===== config.mk =====
export PLATFORM = sky130hd
export DESIGN_NAME = hpt_walker
export DESIGN_NICKNAME = d
export VERILOG_FILES = /design/src/rtl/hpt_pkg.sv /design/src/rtl/hpt_hash.sv /design/src/rtl/hpt_match.sv /design/src/rtl/hpt_walker.sv
export SDC_FILE = /design/constraint.sdc
export NUM_CORES = 1
export LEC_CHECK = 0
export BUFFER_PORTS_ARGS = -buffer_cell sky130_fd_sc_hd__buf_2
export CORE_MARGIN = 2
export CORE_UTILIZATION = 31
export DETAILED_ROUTE_END_ITERATION = 8
export PLACE_DENSITY = 0.64
export SLEW_MARGIN = 25
export SYNTH_ARGS = -nofsm -noshare
export SYNTH_HDL_FRONTEND = slang
export SYNTH_SLANG_ARGS = --single-unit

===== constraint.sdc =====
create_clock -name clk -period 7.05 [get_ports clk]
set_clock_uncertainty 0.2 [all_clocks]
set_input_delay 0.705 -clock clk [delete_from_list [all_inputs] [get_ports clk]]
set_output_delay 0.705 -clock clk [all_outputs]
set_load 0.005 [all_outputs]

===== src/rtl/hpt_pkg.sv =====
// Shared types for the hashed page table walker.
// Assumes: nothing beyond the walker's own parameters.
package hpt_pkg;
    typedef enum logic [2:0] {
        ST_IDLE,
        ST_RD_TAG,
        ST_RD_DATA,
        ST_SET_REF,
        ST_SET_CHG,
        ST_FIN
    } walk_state_t;
endpackage


===== src/rtl/hpt_hash.sv =====
// Group address and compare tag generation.
// Forms the page index from the address bits below the segment boundary,
// XORs it with the segment identifier, complements for the secondary pass,
// scales by the group size, masks and adds the table base.
// Assumes: base is group-aligned and mask has its group-offset bits clear.
module hpt_hash #(
    parameter int AW        = 32,
    parameter int VSID_W    = 24,
    parameter int PAGE_BITS = 12,
    parameter int SEG_BITS  = 28,
    parameter int API_W     = 6,
    parameter int GRP_SHIFT = 6
) (
    input  logic [AW-1:0]           ea,
    input  logic [VSID_W-1:0]       vsid,
    input  logic                    pass,
    input  logic [AW-1:0]           base,
    input  logic [AW-1:0]           mask,
    output logic [AW-1:0]           group_base,
    output logic [VSID_W+API_W-1:0] cmp_tag
);
    localparam int PIDX_W = SEG_BITS - PAGE_BITS;

    logic [PIDX_W-1:0] pidx;
    logic [AW-1:0]     hash_p;
    logic [AW-1:0]     hash_sel;

    // Hash selection and group address for the current pass.
    always_comb begin
        pidx       = ea[SEG_BITS-1:PAGE_BITS];
        hash_p     = AW'(vsid) ^ AW'(pidx);
        hash_sel   = pass ? ~hash_p : hash_p;
        group_base = base + ((hash_sel << GRP_SHIFT) & mask);
        cmp_tag    = {vsid, pidx[PIDX_W-1 -: API_W]};
    end
endmodule


===== src/rtl/hpt_match.sv =====
// Entry first-word matcher.
// Checks the valid flag, the hash-pass flag and the segment/page tag.
// Assumes: first word layout valid | vsid | pass flag | abbreviated index.
module hpt_match #(
    parameter int AW     = 32,
    parameter int VSID_W = 24,
    parameter int API_W  = 6
) (
    input  logic [AW-1:0]           word0,
    input  logic                    pass,
    input  logic [VSID_W+API_W-1:0] cmp_tag,
    output logic                    match
);
    // Match decision for one entry.
    always_comb begin
        match = word0[AW-1]
             && (word0[API_W] == pass)
             && ({word0[AW-2:API_W+1], word0[API_W-1:0]} == cmp_tag);
    end
endmodule


===== src/rtl/hpt_walker.sv =====
// Hashed page table walker (top).
// Scans the primary group, then the secondary group, one memory request at
// a time; on a hit writes back referenced/changed bytes and pulses done.
// Assumes: memory acknowledges each request once, read data valid with ack;
// big-endian byte numbering within a word.
module hpt_walker
    import hpt_pkg::*;
#(
    parameter int AW            = 32,
    parameter int VSID_W        = 24,
    parameter int GROUP_ENTRIES = 8,
    parameter int PAGE_BITS     = 12,
    parameter int SEG_BITS      = 28
) (
    input  logic              clk,
    input  logic              rst_n,
    input  logic              start,
    input  logic [AW-1:0]     ea,
    input  logic [VSID_W-1:0] vsid,
    input  logic              is_store,
    input  logic [AW-1:0]     tbl_base,
    input  logic [AW-1:0]     tbl_mask,
    output logic              busy,
    output logic              done,
    output logic              hit,
    output logic              miss,
    output logic [AW-1:0]     pte_w0,
    output logic [AW-1:0]     pte_w1,
    output logic [AW-1:0]     real_addr,
    output logic              mem_req,
    output logic              mem_we,
    output logic [AW-1:0]     mem_addr,
    output logic [7:0]        mem_wdata,
    input  logic              mem_ack,
    input  logic [AW-1:0]     mem_rdata
);
    localparam int WORD_BYTES  = AW / 8;
    localparam int ENTRY_BYTES = 2 * WORD_BYTES;
    localparam int ENTRY_SHIFT = $clog2(ENTRY_BYTES);
    localparam int GRP_SHIFT   = $clog2(GROUP_ENTRIES * ENTRY_BYTES);
    localparam int IDX_W       = $clog2(GROUP_ENTRIES);
    localparam int API_W       = AW - VSID_W - 2;
    localparam int REF_BIT     = 8;
    localparam int CHG_BIT     = 7;
    localparam int REF_OFF     = ENTRY_BYTES - 2;
    localparam int CHG_OFF     = ENTRY_BYTES - 1;

    walk_state_t              st;
    logic                     pass_q;
    logic [IDX_W-1:0]         idx_q;
    logic [AW-1:0]            ea_q, base_q, mask_q, w0_q, w1_q;
    logic [VSID_W-1:0]        vsid_q;
    logic                     store_q, hit_q;
    logic [AW-1:0]            group_base, entry_base;
    logic [VSID_W+API_W-1:0]  cmp_tag;
    logic                     tag_hit, last_idx;

    hpt_hash #(
        .AW(AW), .VSID_W(VSID_W), .PAGE_BITS(PAGE_BITS),
        .SEG_BITS(SEG_BITS), .API_W(API_W), .GRP_SHIFT(GRP_SHIFT)
    ) u_hash (
        .ea(ea_q), .vsid(vsid_q), .pass(pass_q), .base(base_q),
        .mask(mask_q), .group_base(group_base), .cmp_tag(cmp_tag)
    );

    hpt_match #(.AW(AW), .VSID_W(VSID_W), .API_W(API_W)) u_match (
        .word0(mem_rdata), .pass(pass_q), .cmp_tag(cmp_tag), .match(tag_hit)
    );

    // Entry address and end-of-group detection.
    always_comb begin
        entry_base = group_base + (AW'(idx_q) << ENTRY_SHIFT);
        last_idx   = (idx_q == IDX_W'(GROUP_ENTRIES - 1));
    end

    // Memory request generation from the walk state.
    always_comb begin
        mem_req   = 1'b0;
        mem_we    = 1'b0;
        mem_addr  = entry_base;
        mem_wdata = 8'h00;
        unique case (st)
            ST_RD_TAG:  mem_req = 1'b1;
            ST_RD_DATA: begin
                mem_req  = 1'b1;
                mem_addr = entry_base + AW'(WORD_BYTES);
            end
            ST_SET_REF: begin
                mem_req   = 1'b1;
                mem_we    = 1'b1;
                mem_addr  = entry_base + AW'(REF_OFF);
                mem_wdata = w1_q[REF_BIT +: 8] | 8'h01;
            end
            ST_SET_CHG: begin
                mem_req   = 1'b1;
                mem_we    = 1'b1;
                mem_addr  = entry_base + AW'(CHG_OFF);
                mem_wdata = w1_q[7:0] | 8'h80;
            end
            default: ;
        endcase
    end

    // Walk sequencing: scan, switch pass, write back flags, finish.
    always_ff @(posedge clk) begin
        if (!rst_n) begin
            st      <= ST_IDLE;
            pass_q  <= 1'b0;
            idx_q   <= '0;
            ea_q    <= '0;
            base_q  <= '0;
            mask_q  <= '0;
            vsid_q  <= '0;
            store_q <= 1'b0;
            w0_q    <= '0;
            w1_q    <= '0;
            hit_q   <= 1'b0;
        end else begin
            unique case (st)
                ST_IDLE: if (start) begin
                    ea_q    <= ea;
                    vsid_q  <= vsid;
                    store_q <= is_store;
                    base_q  <= tbl_base;
                    mask_q  <= tbl_mask;
                    pass_q  <= 1'b0;
                    idx_q   <= '0;
                    hit_q   <= 1'b0;
                    st      <= ST_RD_TAG;
                end
                ST_RD_TAG: if (mem_ack) begin
                    w0_q <= mem_rdata;
                    if (tag_hit) begin
                        st <= ST_RD_DATA;
                    end else if (last_idx) begin
                        if (pass_q) begin
                            st <= ST_FIN;
                        end else begin
                            pass_q <= 1'b1;
                            idx_q  <= '0;
                        end
                    end else begin
                        idx_q <= idx_q + 1'b1;
                    end
                end
                ST_RD_DATA: if (mem_ack) begin
                    w1_q  <= mem_rdata;
                    hit_q <= 1'b1;
                    if (!mem_rdata[REF_BIT])
                        st <= ST_SET_REF;
                    else if (!mem_rdata[CHG_BIT] && store_q)
                        st <= ST_SET_CHG;
                    else
                        st <= ST_FIN;
                end
                ST_SET_REF: if (mem_ack) begin
                    st <= (!w1_q[CHG_BIT] && store_q) ? ST_SET_CHG : ST_FIN;
                end
                ST_SET_CHG: if (mem_ack) st <= ST_FIN;
                ST_FIN:  st <= ST_IDLE;
                default: st <= ST_IDLE;
            endcase
        end
    end

    // Result outputs.
    always_comb begin
        busy      = (st != ST_IDLE) && (st != ST_FIN);
        done      = (st == ST_FIN);
        hit       = done && hit_q;
        miss      = done && !hit_q;
        pte_w0    = w0_q;
        pte_w1    = w1_q;
        real_addr = {w1_q[AW-1:PAGE_BITS], ea_q[PAGE_BITS-1:0]};
    end
endmodule


==> impl_metrics.json, run 1 <==
{
  "status": "finished, final reports clean",
  "max-slew-margin-rel_pct": 31.8,
  "maxCapViolations": 0,
  "avgSynthCellArea_um2": 7.65,
  "gp_congestion": 0.880,
  "drt_iter0_drc": 615,
  "ys_warn_count": 0,
  "drive_above_1_share_pct": 21.4,
  "area_growth_pct": 18.5,
  "slowest_delay_ns": 0.84,
  "drcViolationCount": 0,
  "first_pass_iters": 5,
  "core_region_area_um2": 36400,
  "required_ns": 6.14,
  "nets": 1891,
  "ant_nets": 0,
  "cp_top_family": "compound AO/OA/AOI/OAI gates",
  "synth.area.top_cells": "dfxtp_1 32%, nand2_1 14%, a21boi_0 12%",
  "fin_crit_sh_pct": 87.6,
  "die_h_um": 196,
  "cts_hold_buf": 0,
  "cp-start-kind": "register",
  "fin_crit_ns": 6.17,
  "ys_top_cells_by_count": "430 x nand2_1, 183 x dfxtp_1, 177 x a21boi_0",
  "min_path_type": "reg2reg",
  "synth_most_common_cell": "nand2_1",
  "clockBufferDepth": 2,
  "crit_slowest_cell": "dfxtp_1",
  "io_pins": 299,
  "grt_pass1_vias": 10200,
  "fmax_mhz": 162,
  "io_buffer_count": 288,
  "tightest_slew_ns": 1.02,
  "yosys_register_bits": 183,
  "grt_antenna_before_repair": 5,
  "synth_enable_flop_cells": 0,
  "total_power_mw": 3.81,
  "cts.sinks": 183,
  "cts_resized": 0,
  "setup_viol": 0,
  "drt_wl_total_um": 39200,
  "path_cells": "buf_4 > xnor2_1 > and2_1 > ha_1 > a21oi_1 > o21ai_0 > a21oi_1 > o211ai_2 > a221oi_2 > xnor2_1 > nand4_2 > or4_1 > o21ba_1 > o22ai_1 > buf_2",
  "grt_max_degree": 119,
  "synthCells": 1495,
  "synth_area_leader_cell": "dfxtp_1",
  "viasPerCell": 4.98,
  "vias": 10900,
  "grt_use_total_pct": 20.1,
  "powerDensity_nw_per_um2": 281,
  "cts_tree": "yes",
  "cts-htree-levels": 4,
  "ys_async_sr_fraction_pct": 0,
  "dp_hpwl_um": 30500,
  "insertion_delay_ns": 0.45,
  "die_w_um": 196,
  "die_area_um2": 38400,
  "start_util_pct": 31.4,
  "grt_setup_unrepaired": "false",
  "wire_per_inst_um": 17.9,
  "power_leakage_nw": 5.56,
  "synth_top_area_share_pct": 32.0,
  "finalHoldViolCount": 0,
  "syn-num-nets": 1688,
  "netlist_area_um2": 11400,
  "critPathArrivalTime_ns": 5.27,
  "crit_fanout": 13,
  "final_max_slew_viol_count": 0,
  "grt_overflow": 0,
  "clk_pin_slew_ns": 0.08,
  "post_cts_buffers": 0,
  "grt_pass1_wl_um": 59600,
  "ctsRootBufferMaster": "clkbuf_16",
  "synth_cell_types": 85,
  "ys.flop_type": "dfxtp_1",
  "tns_ns": 0,
  "ys_seq_area_share_pct": 32.0,
  "cts_buffers": 17,
  "crit_buf_inv": 2,
  "nFillCells": 3881,
  "fp-row-count": 70,
  "critical_path_class": "reg2out",
  "ir_drop_mv": 0.169,
  "critPathCaptureType": "primary output"
}
==> layout make-up <==
cell class	count	area (µm²)	area share [%]
Clock buffer	18	429	3.17
Timing Repair Buffer	301	1550	11.4
Antenna cell	4	10.0	0.0739
Tap cell	468	586	4.32
Clock inverter	14	135	0.998
Inverter	15	56.3	0.416
Sequential cell	183	3660	27.0
Multi-Input combinational cell	1180	7120	52.6
==> layer usage <==
layer  routed length [µm]  share of wire, %  track usage, %  up-vias
met5                   13             0.033               0        -
met4                  622               1.6            5.42        2
met3                 2040               5.2            3.52       31
met2                18600                48            33.0      296
met1                17800                46            27.2     5058
li1                     -                 -               -     5488
==> sequential cells by signal (all words and copies together) (netlist names) <==
name	cells
ea_q	28
pte_w0	32
mask_q	26
hit_q	1
store_q	1
idx_q	3
base_q	32
st	3
vsid_q	24
pass_q	1
pte_w1	32
==> cell usage in the layout, fill, tap and decap left out, drive strengths merged, types with 10 or more instances in the layout <==
master and n:
a21boi 177, a21oi 51, a31oi 15, and2 37
and3 15, buf 301, clkbuf 18, dfxtp 183
ha 35, inv 22, nand2 432, nand2b 10
nand3 22, nand4 16, nor2 50, nor3 17
nor4 15, o21ai 42, o22ai 10, or3 11
xnor2 66, xor2 44
==> power breakdown <==
group / internal [mW] / switching [mW] / total, mW
Combinational: 0.569 / 0.914 / 1.48
Clock: 0.468 / 0.478 / 0.945
Sequential: 1.21 / 0.172 / 1.39
==> worst register-to-register path, stage by stage, from the launching register on <==
cell     delay [ns]
dfxtp_1        0.84
buf_4          0.27
xor2_1         0.12
nor4_1         0.46
nand4_1        0.19
nor4_1         0.69
a22oi_1        0.22
a21oi_1        0.33
nor2_1         0.08
mux2i_1        0.13
nor2b_1        0.06
==> kinds of logic after synthesis <==
family                     count (synthesis)  synth area share [%]
xor gates and xnor gates                 110                  8.49
muxes                                      9                 0.843
adders and majority gates                 36                  4.01
DFF                                      183                  32.0
and+or+nand+nor                          655                  25.6
buffers and inverters                    132                  5.72
AOI/OAI and AO/OA                        370                  23.3
==> metrics by stage <==
step                      hold slack, ns  util, %  cell area, µm²  setup slack, ns  instances
after floorplan                    0.239        -           11400             1.91       1495
after global placement             0.251     35.6           13000             1.48       2147
after detailed placement           0.255     35.6           13000             1.44       2147
after CTS                          0.266     37.1           13500            0.929       2179
after global routing               0.279     37.2           13500            0.486       2183
final                              0.258     37.2           13500            0.876       2183
==> path summary, 6_finish.rpt <==
path,from,endpoint,slack (ns),cells past startpoint
max reg2reg,pass_q,idx_q[0],3.35,10
min,mask_q[14],mask_q[14],0.26,2
max,pass_q,mem_addr[26],0.88,15
min reg2reg,mask_q[14],mask_q[14],0.26,2
(Power assumes the default switching activity.)
==> run 2, diff against run 1 <==
Settings changed: CORE_ASPECT_RATIO set to 0.6.
==> impl_metrics.json, run 2 (same netlist as run 1, synthesis figures left out) <==
{
  "netSwitchingPower_mw": 1.60,
  "setup_viol": 0,
  "viasPerCell": 5.10,
  "post_cts_buffers": 0,
  "area_growth_pct": 19.0,
  "cts_tree": "yes",
  "vias": 11200,
  "use_met2_pct": 29.3,
  "finalHoldViolCount": 0,
  "crit_buf_inv": 2,
  "ir_drop_mv": 0.184,
  "final_cell_mix": "430 x nand2_1, 287 x buf_2, 183 x dfxtp_1",
  "cpMostUsedCell": "xnor2_1",
  "final_common_cell": "nand2_1",
  "power_leakage_nw": 5.58,
  "gp_congestion": 0.912,
  "powerDensity_nw_per_um2": 288,
  "grt_overflow": 0,
  "cts-htree-levels": 4,
  "fin_crit_ns": 6.24,
  "first_pass_iters": 6,
  "drt_iter0_drc": 912,
  "core_region_area_um2": 36300,
  "die_w_um": 252,
  "io_buffer_count": 288,
  "fin_crit_sh_pct": 88.5,
  "grt_pass1_vias": 10400,
  "required_ns": 6.14,
  "use_met1_pct": 32.2,
  "io_pins": 299,
  "met3_usage_pct": 5.31,
  "clk_pin_slew_ns": 0.08,
  "drive_above_1_share_pct": 21.4,
  "power_frac_seq_pct": 35.4,
  "insertion_delay_ns": 0.46,
  "die_h_um": 153,
  "power_switching_share_pct": 40.8,
  "cts_hold_buf": 0,
  "wire_per_inst_um": 18.8,
  "maxCapViolations": 0,
  "tns_ns": 0,
  "grt_max_degree": 107,
  "cts_buffers": 17,
  "fp-row-count": 54,
  "grt_use_total_pct": 21.1,
  "final_area_um2": 13600,
  "globalRoute.busiestLayer": "met1",
  "min_path_type": "reg2reg",
  "cp_top_family": "compound AO/OA/AOI/OAI gates",
  "grt_antenna_before_repair": 12,
  "status": "finished, final reports clean",
  "fmax_mhz": 160,
  "grt_setup_unrepaired": "false",
  "final_max_slew_viol_count": 0,
  "start_util_pct": 31.5,
  "clockBufferDepth": 2,
  "drcViolationCount": 0,
  "tightest_slew_ns": 0.949,
  "ant_nets": 0,
  "crit_fanout": 11,
  "critical_path_class": "reg2out",
  "die_area_um2": 38500,
  "dp_hpwl_um": 32500,
  "nets": 1891,
  "cp-start-kind": "register",
  "cts.sinks": 183,
  "drt_wl_total_um": 41300,
  "grt_pass1_wl_um": 62100,
  "cts_resized": 0,
  "p_int_mw": 2.32,
  "power_frac_comb_pct": 38.9,
  "ctsRootBufferMaster": "clkbuf_16",
  "critPathCaptureType": "primary output",
  "max-slew-margin-rel_pct": 36.3,
  "dpl_cell_area_um2": 13000,
  "path_cells": "buf_4 > xnor2_1 > and2_1 > ha_1 > nand2_1 > a211oi_4 > o21ai_2 > o31a_1 > o41ai_1 > xnor2_1 > nand4_2 > or4_1 > o21ba_1 > o22ai_1 > buf_2",
  "pwr-share-clk_pct": 25.7,
  "critPathArrivalTime_ns": 5.34,
  "slowest_delay_ns": 0.70,
  "crit_slowest_cell": "dfxtp_1"
}
[run 2: layout make-up]
type / count / area [µm²]
Inverter: 15 / 56.3
Clock buffer: 18 / 429
Fill cell: 3878 / 22700
Timing Repair Buffer: 301 / 1560
Multi-Input combinational cell: 1180 / 7120
Antenna cell: 8 / 20.0
Tap cell: 476 / 596
Clock inverter: 13 / 164
Sequential cell: 183 / 3660
[run 2: routing by layer]
metal  part of all wire (%)  vias to the layer above  wire [µm]
met5                   0.14                        -         59
met4                    1.2                        8        482
met3                    7.5                       34       3120
met2                     40                      407      16700
met1                     51                     5236      21000
li1                       -                     5495          -
[run 2: stage by stage]
stage	total power, mW	instances	hold slack [ns]	setup slack [ns]	util [%]
after floorplan	2.38	1495	0.239	1.91	-
after global placement	2.90	2155	0.251	1.34	35.7
after detailed placement	2.93	2155	0.257	1.32	35.7
final	3.91	2194	0.263	0.808	37.4
after CTS	3.94	2186	0.267	0.799	37.4
after global routing	4.17	2190	0.280	0.517	37.4
[run 2: power groups by stage]
stage | combinational [mW] | clock, mW | sequential [mW]
floorplan | 1.04 | 0 | 1.33
global placement | 1.50 | 0 | 1.40
detailed placement | 1.52 | 0 | 1.41
CTS | 1.52 | 1.03 | 1.39
global route | 1.69 | 1.07 | 1.41
finish | 1.52 | 1.00 | 1.38
[run 2: final timing paths]
path / depth (start not counted) / endpoint / slack [ns] / from
worst max-delay path: 15 / mem_addr[26] / 0.81 / pass_q
worst min-delay path: 2 / mask_q[16] / 0.26 / mask_q[16]
worst max register to register: 11 / idx_q[0] / 3.63 / pass_q
worst min register to register: 2 / mask_q[16] / 0.26 / mask_q[16]
[run 2: worst min-delay path: cells and delay by family (launching register included)]
family / cells / cell delay, ns
flops: 1 / 0.31
compound gates: 1 / 0.06
simple gates: 1 / 0.05
==> run 3, diff against run 2 <==
Settings changed: BUFFER_PORTS_ARGS -buffer_cell sky130_fd_sc_hd__buf_2 to -buffer_cell sky130_fd_sc_hd__buf_4.
==> impl_metrics.json, run 3 (same netlist as run 1, synthesis figures left out) <==
{
  "status": "finished, final reports clean",
  "post_cts_buffers": 0,
  "crit_buf_inv": 2,
  "start_util_pct": 31.5,
  "max-slew-margin-rel_pct": 36.4,
  "first_pass_iters": 5,
  "cts-htree-levels": 4,
  "insertion_delay_ns": 0.46,
  "finalHoldViolCount": 0,
  "grt_max_degree": 107,
  "holdPathStages": 2,
  "grt_pass1_wl_um": 63200,
  "p_int_mw": 2.42,
  "power_switching_share_pct": 40.0,
  "grt_use_total_pct": 21.4,
  "die_area_um2": 38500,
  "cp-start-kind": "register",
  "area_growth_pct": 25.2,
  "power_frac_seq_pct": 34.7,
  "cp.depth": 15,
  "cts_tree": "yes",
  "io_buffer_count": 288,
  "dpl_cell_area_um2": 13700,
  "fin_ws_ns": 0.689,
  "powerDensity_nw_per_um2": 281,
  "critPathCaptureType": "primary output",
  "nFillCells": 3794,
  "critical_path_class": "reg2out",
  "tightest_slew_ns": 0.950,
  "power_frac_comb_pct": 39.9,
  "pwr-share-clk_pct": 25.4,
  "total_power_mw": 4.03,
  "vias": 11100,
  "r2r-end": "idx_q[0]",
  "core_region_area_um2": 36300,
  "fin_crit_ns": 6.36,
  "place_ws_ns": 1.21,
  "slowest_delay_ns": 0.89,
  "r2r-start": "pass_q",
  "netSwitchingPower_mw": 1.61,
  "fp-row-count": 54,
  "wire_per_inst_um": 19.1,
  "gp_congestion": 0.909,
  "final_cells": 2186,
  "die_h_um": 153,
  "final_area_um2": 14300,
  "fin_crit_sh_pct": 90.2,
  "crit_fanout": 15,
  "setup_viol": 0,
  "cts_hold_buf": 0,
  "final_common_cell": "nand2_1",
  "cts_resized": 0,
  "min-delay-start": "mask_q[15]",
  "dp_hpwl_um": 32800,
  "clk_pin_slew_ns": 0.07,
  "grt_antenna_before_repair": 1,
  "r2r_setup_slack_ns": 3.51,
  "cts.sinks": 183,
  "die_w_um": 252,
  "grt_setup_unrepaired": "false",
  "tns_ns": 0,
  "path_cells": "buf_4 > xnor2_1 > and2_1 > ha_1 > nand4_2 > nor2_1 > nand2_1 > o211ai_2 > a221oi_2 > xnor2_1 > nand4_2 > or4_1 > o21ba_1 > o22ai_1 > buf_4",
  "hold_slack_ns": 0.263,
  "fmax_mhz": 157,
  "cp_top_family": "simple AND/OR/NAND/NOR gates",
  "crit_slowest_cell": "dfxtp_1",
  "min_path_type": "reg2reg",
  "dp.cells": 2153,
  "required_ns": 6.14,
  "grt_pass1_vias": 10500,
  "final_max_slew_viol_count": 0,
  "drt_wl_total_um": 41700,
  "clockBufferDepth": 2,
  "viasPerCell": 5.07,
  "ctsRootBufferMaster": "clkbuf_16",
  "drive_above_1_share_pct": 21.4,
  "critPathArrivalTime_ns": 5.46,
  "drt_iter0_drc": 845,
  "ant_nets": 0,
  "drcViolationCount": 0,
  "cts_buffers": 17,
  "grt_overflow": 0,
  "finalCoreUtilization_pct": 39.4,
  "maxCapViolations": 0,
  "r2r_cells": 11,
  "hold_end": "mask_q[15]",
  "power_leakage_nw": 5.70,
  "final_cell_mix": "430 x nand2_1, 297 x buf_4, 183 x dfxtp_1",
  "nets": 1889,
  "ir_drop_mv": 0.191,
  "io_pins": 299
}
[run 3: cell types whose count changed in the layout (fill, tap and decap cells not counted), sizes merged]
cell,before,now
buf,301,299
diode,8,1
inv,21,22
[run 3: tightest hold or removal path, cell delays in order, from the launching register on]
cell	delay, ns
dfxtp_1	0.31
nand2_1	0.04
a21boi_0	0.06
[run 3: worst max path at each step]
stage,start,end,slack [ns]
2_1_floorplan,pass_q,mem_addr[26],1.91
3_3_place_gp,pass_q,mem_addr[26],1.25
3_5_place_dp,pass_q,mem_addr[26],1.21
4_1_cts,pass_q,mem_addr[26],0.69
5_1_grt,pass_q,mem_addr[25],0.28
6_report,pass_q,mem_addr[26],0.69
[run 3: power groups by stage]
stage	logic, mW	registers, mW	clock network (mW)
3_3_place_gp	1.59	1.42	0
2_1_floorplan	1.04	1.33	0
6_report	1.61	1.40	1.02
5_1_grt	1.77	1.42	1.09
3_5_place_dp	1.61	1.42	0
4_1_cts	1.61	1.40	1.05
[run 3: per-layer routing]
layer	track usage, %	wire length, µm
met1	32.7	21400
met2	29.6	16700
met3	5.40	2920
met4	4.54	668
met5	0	0
[run 3: final cells by class]
type / count / area (µm²) / share of cell area (%)
inverters: 15 / 56.3 / 0.393
clock inverters: 14 / 183 / 1.28
clock buffers: 18 / 429 / 3.00
well taps: 476 / 596 / 4.16
flip-flops and latches: 183 / 3660 / 25.6
repair buffers: 299 / 2260 / 15.8
multi-input cells: 1180 / 7120 / 49.8
diodes: 1 / 2.50 / 0.0175
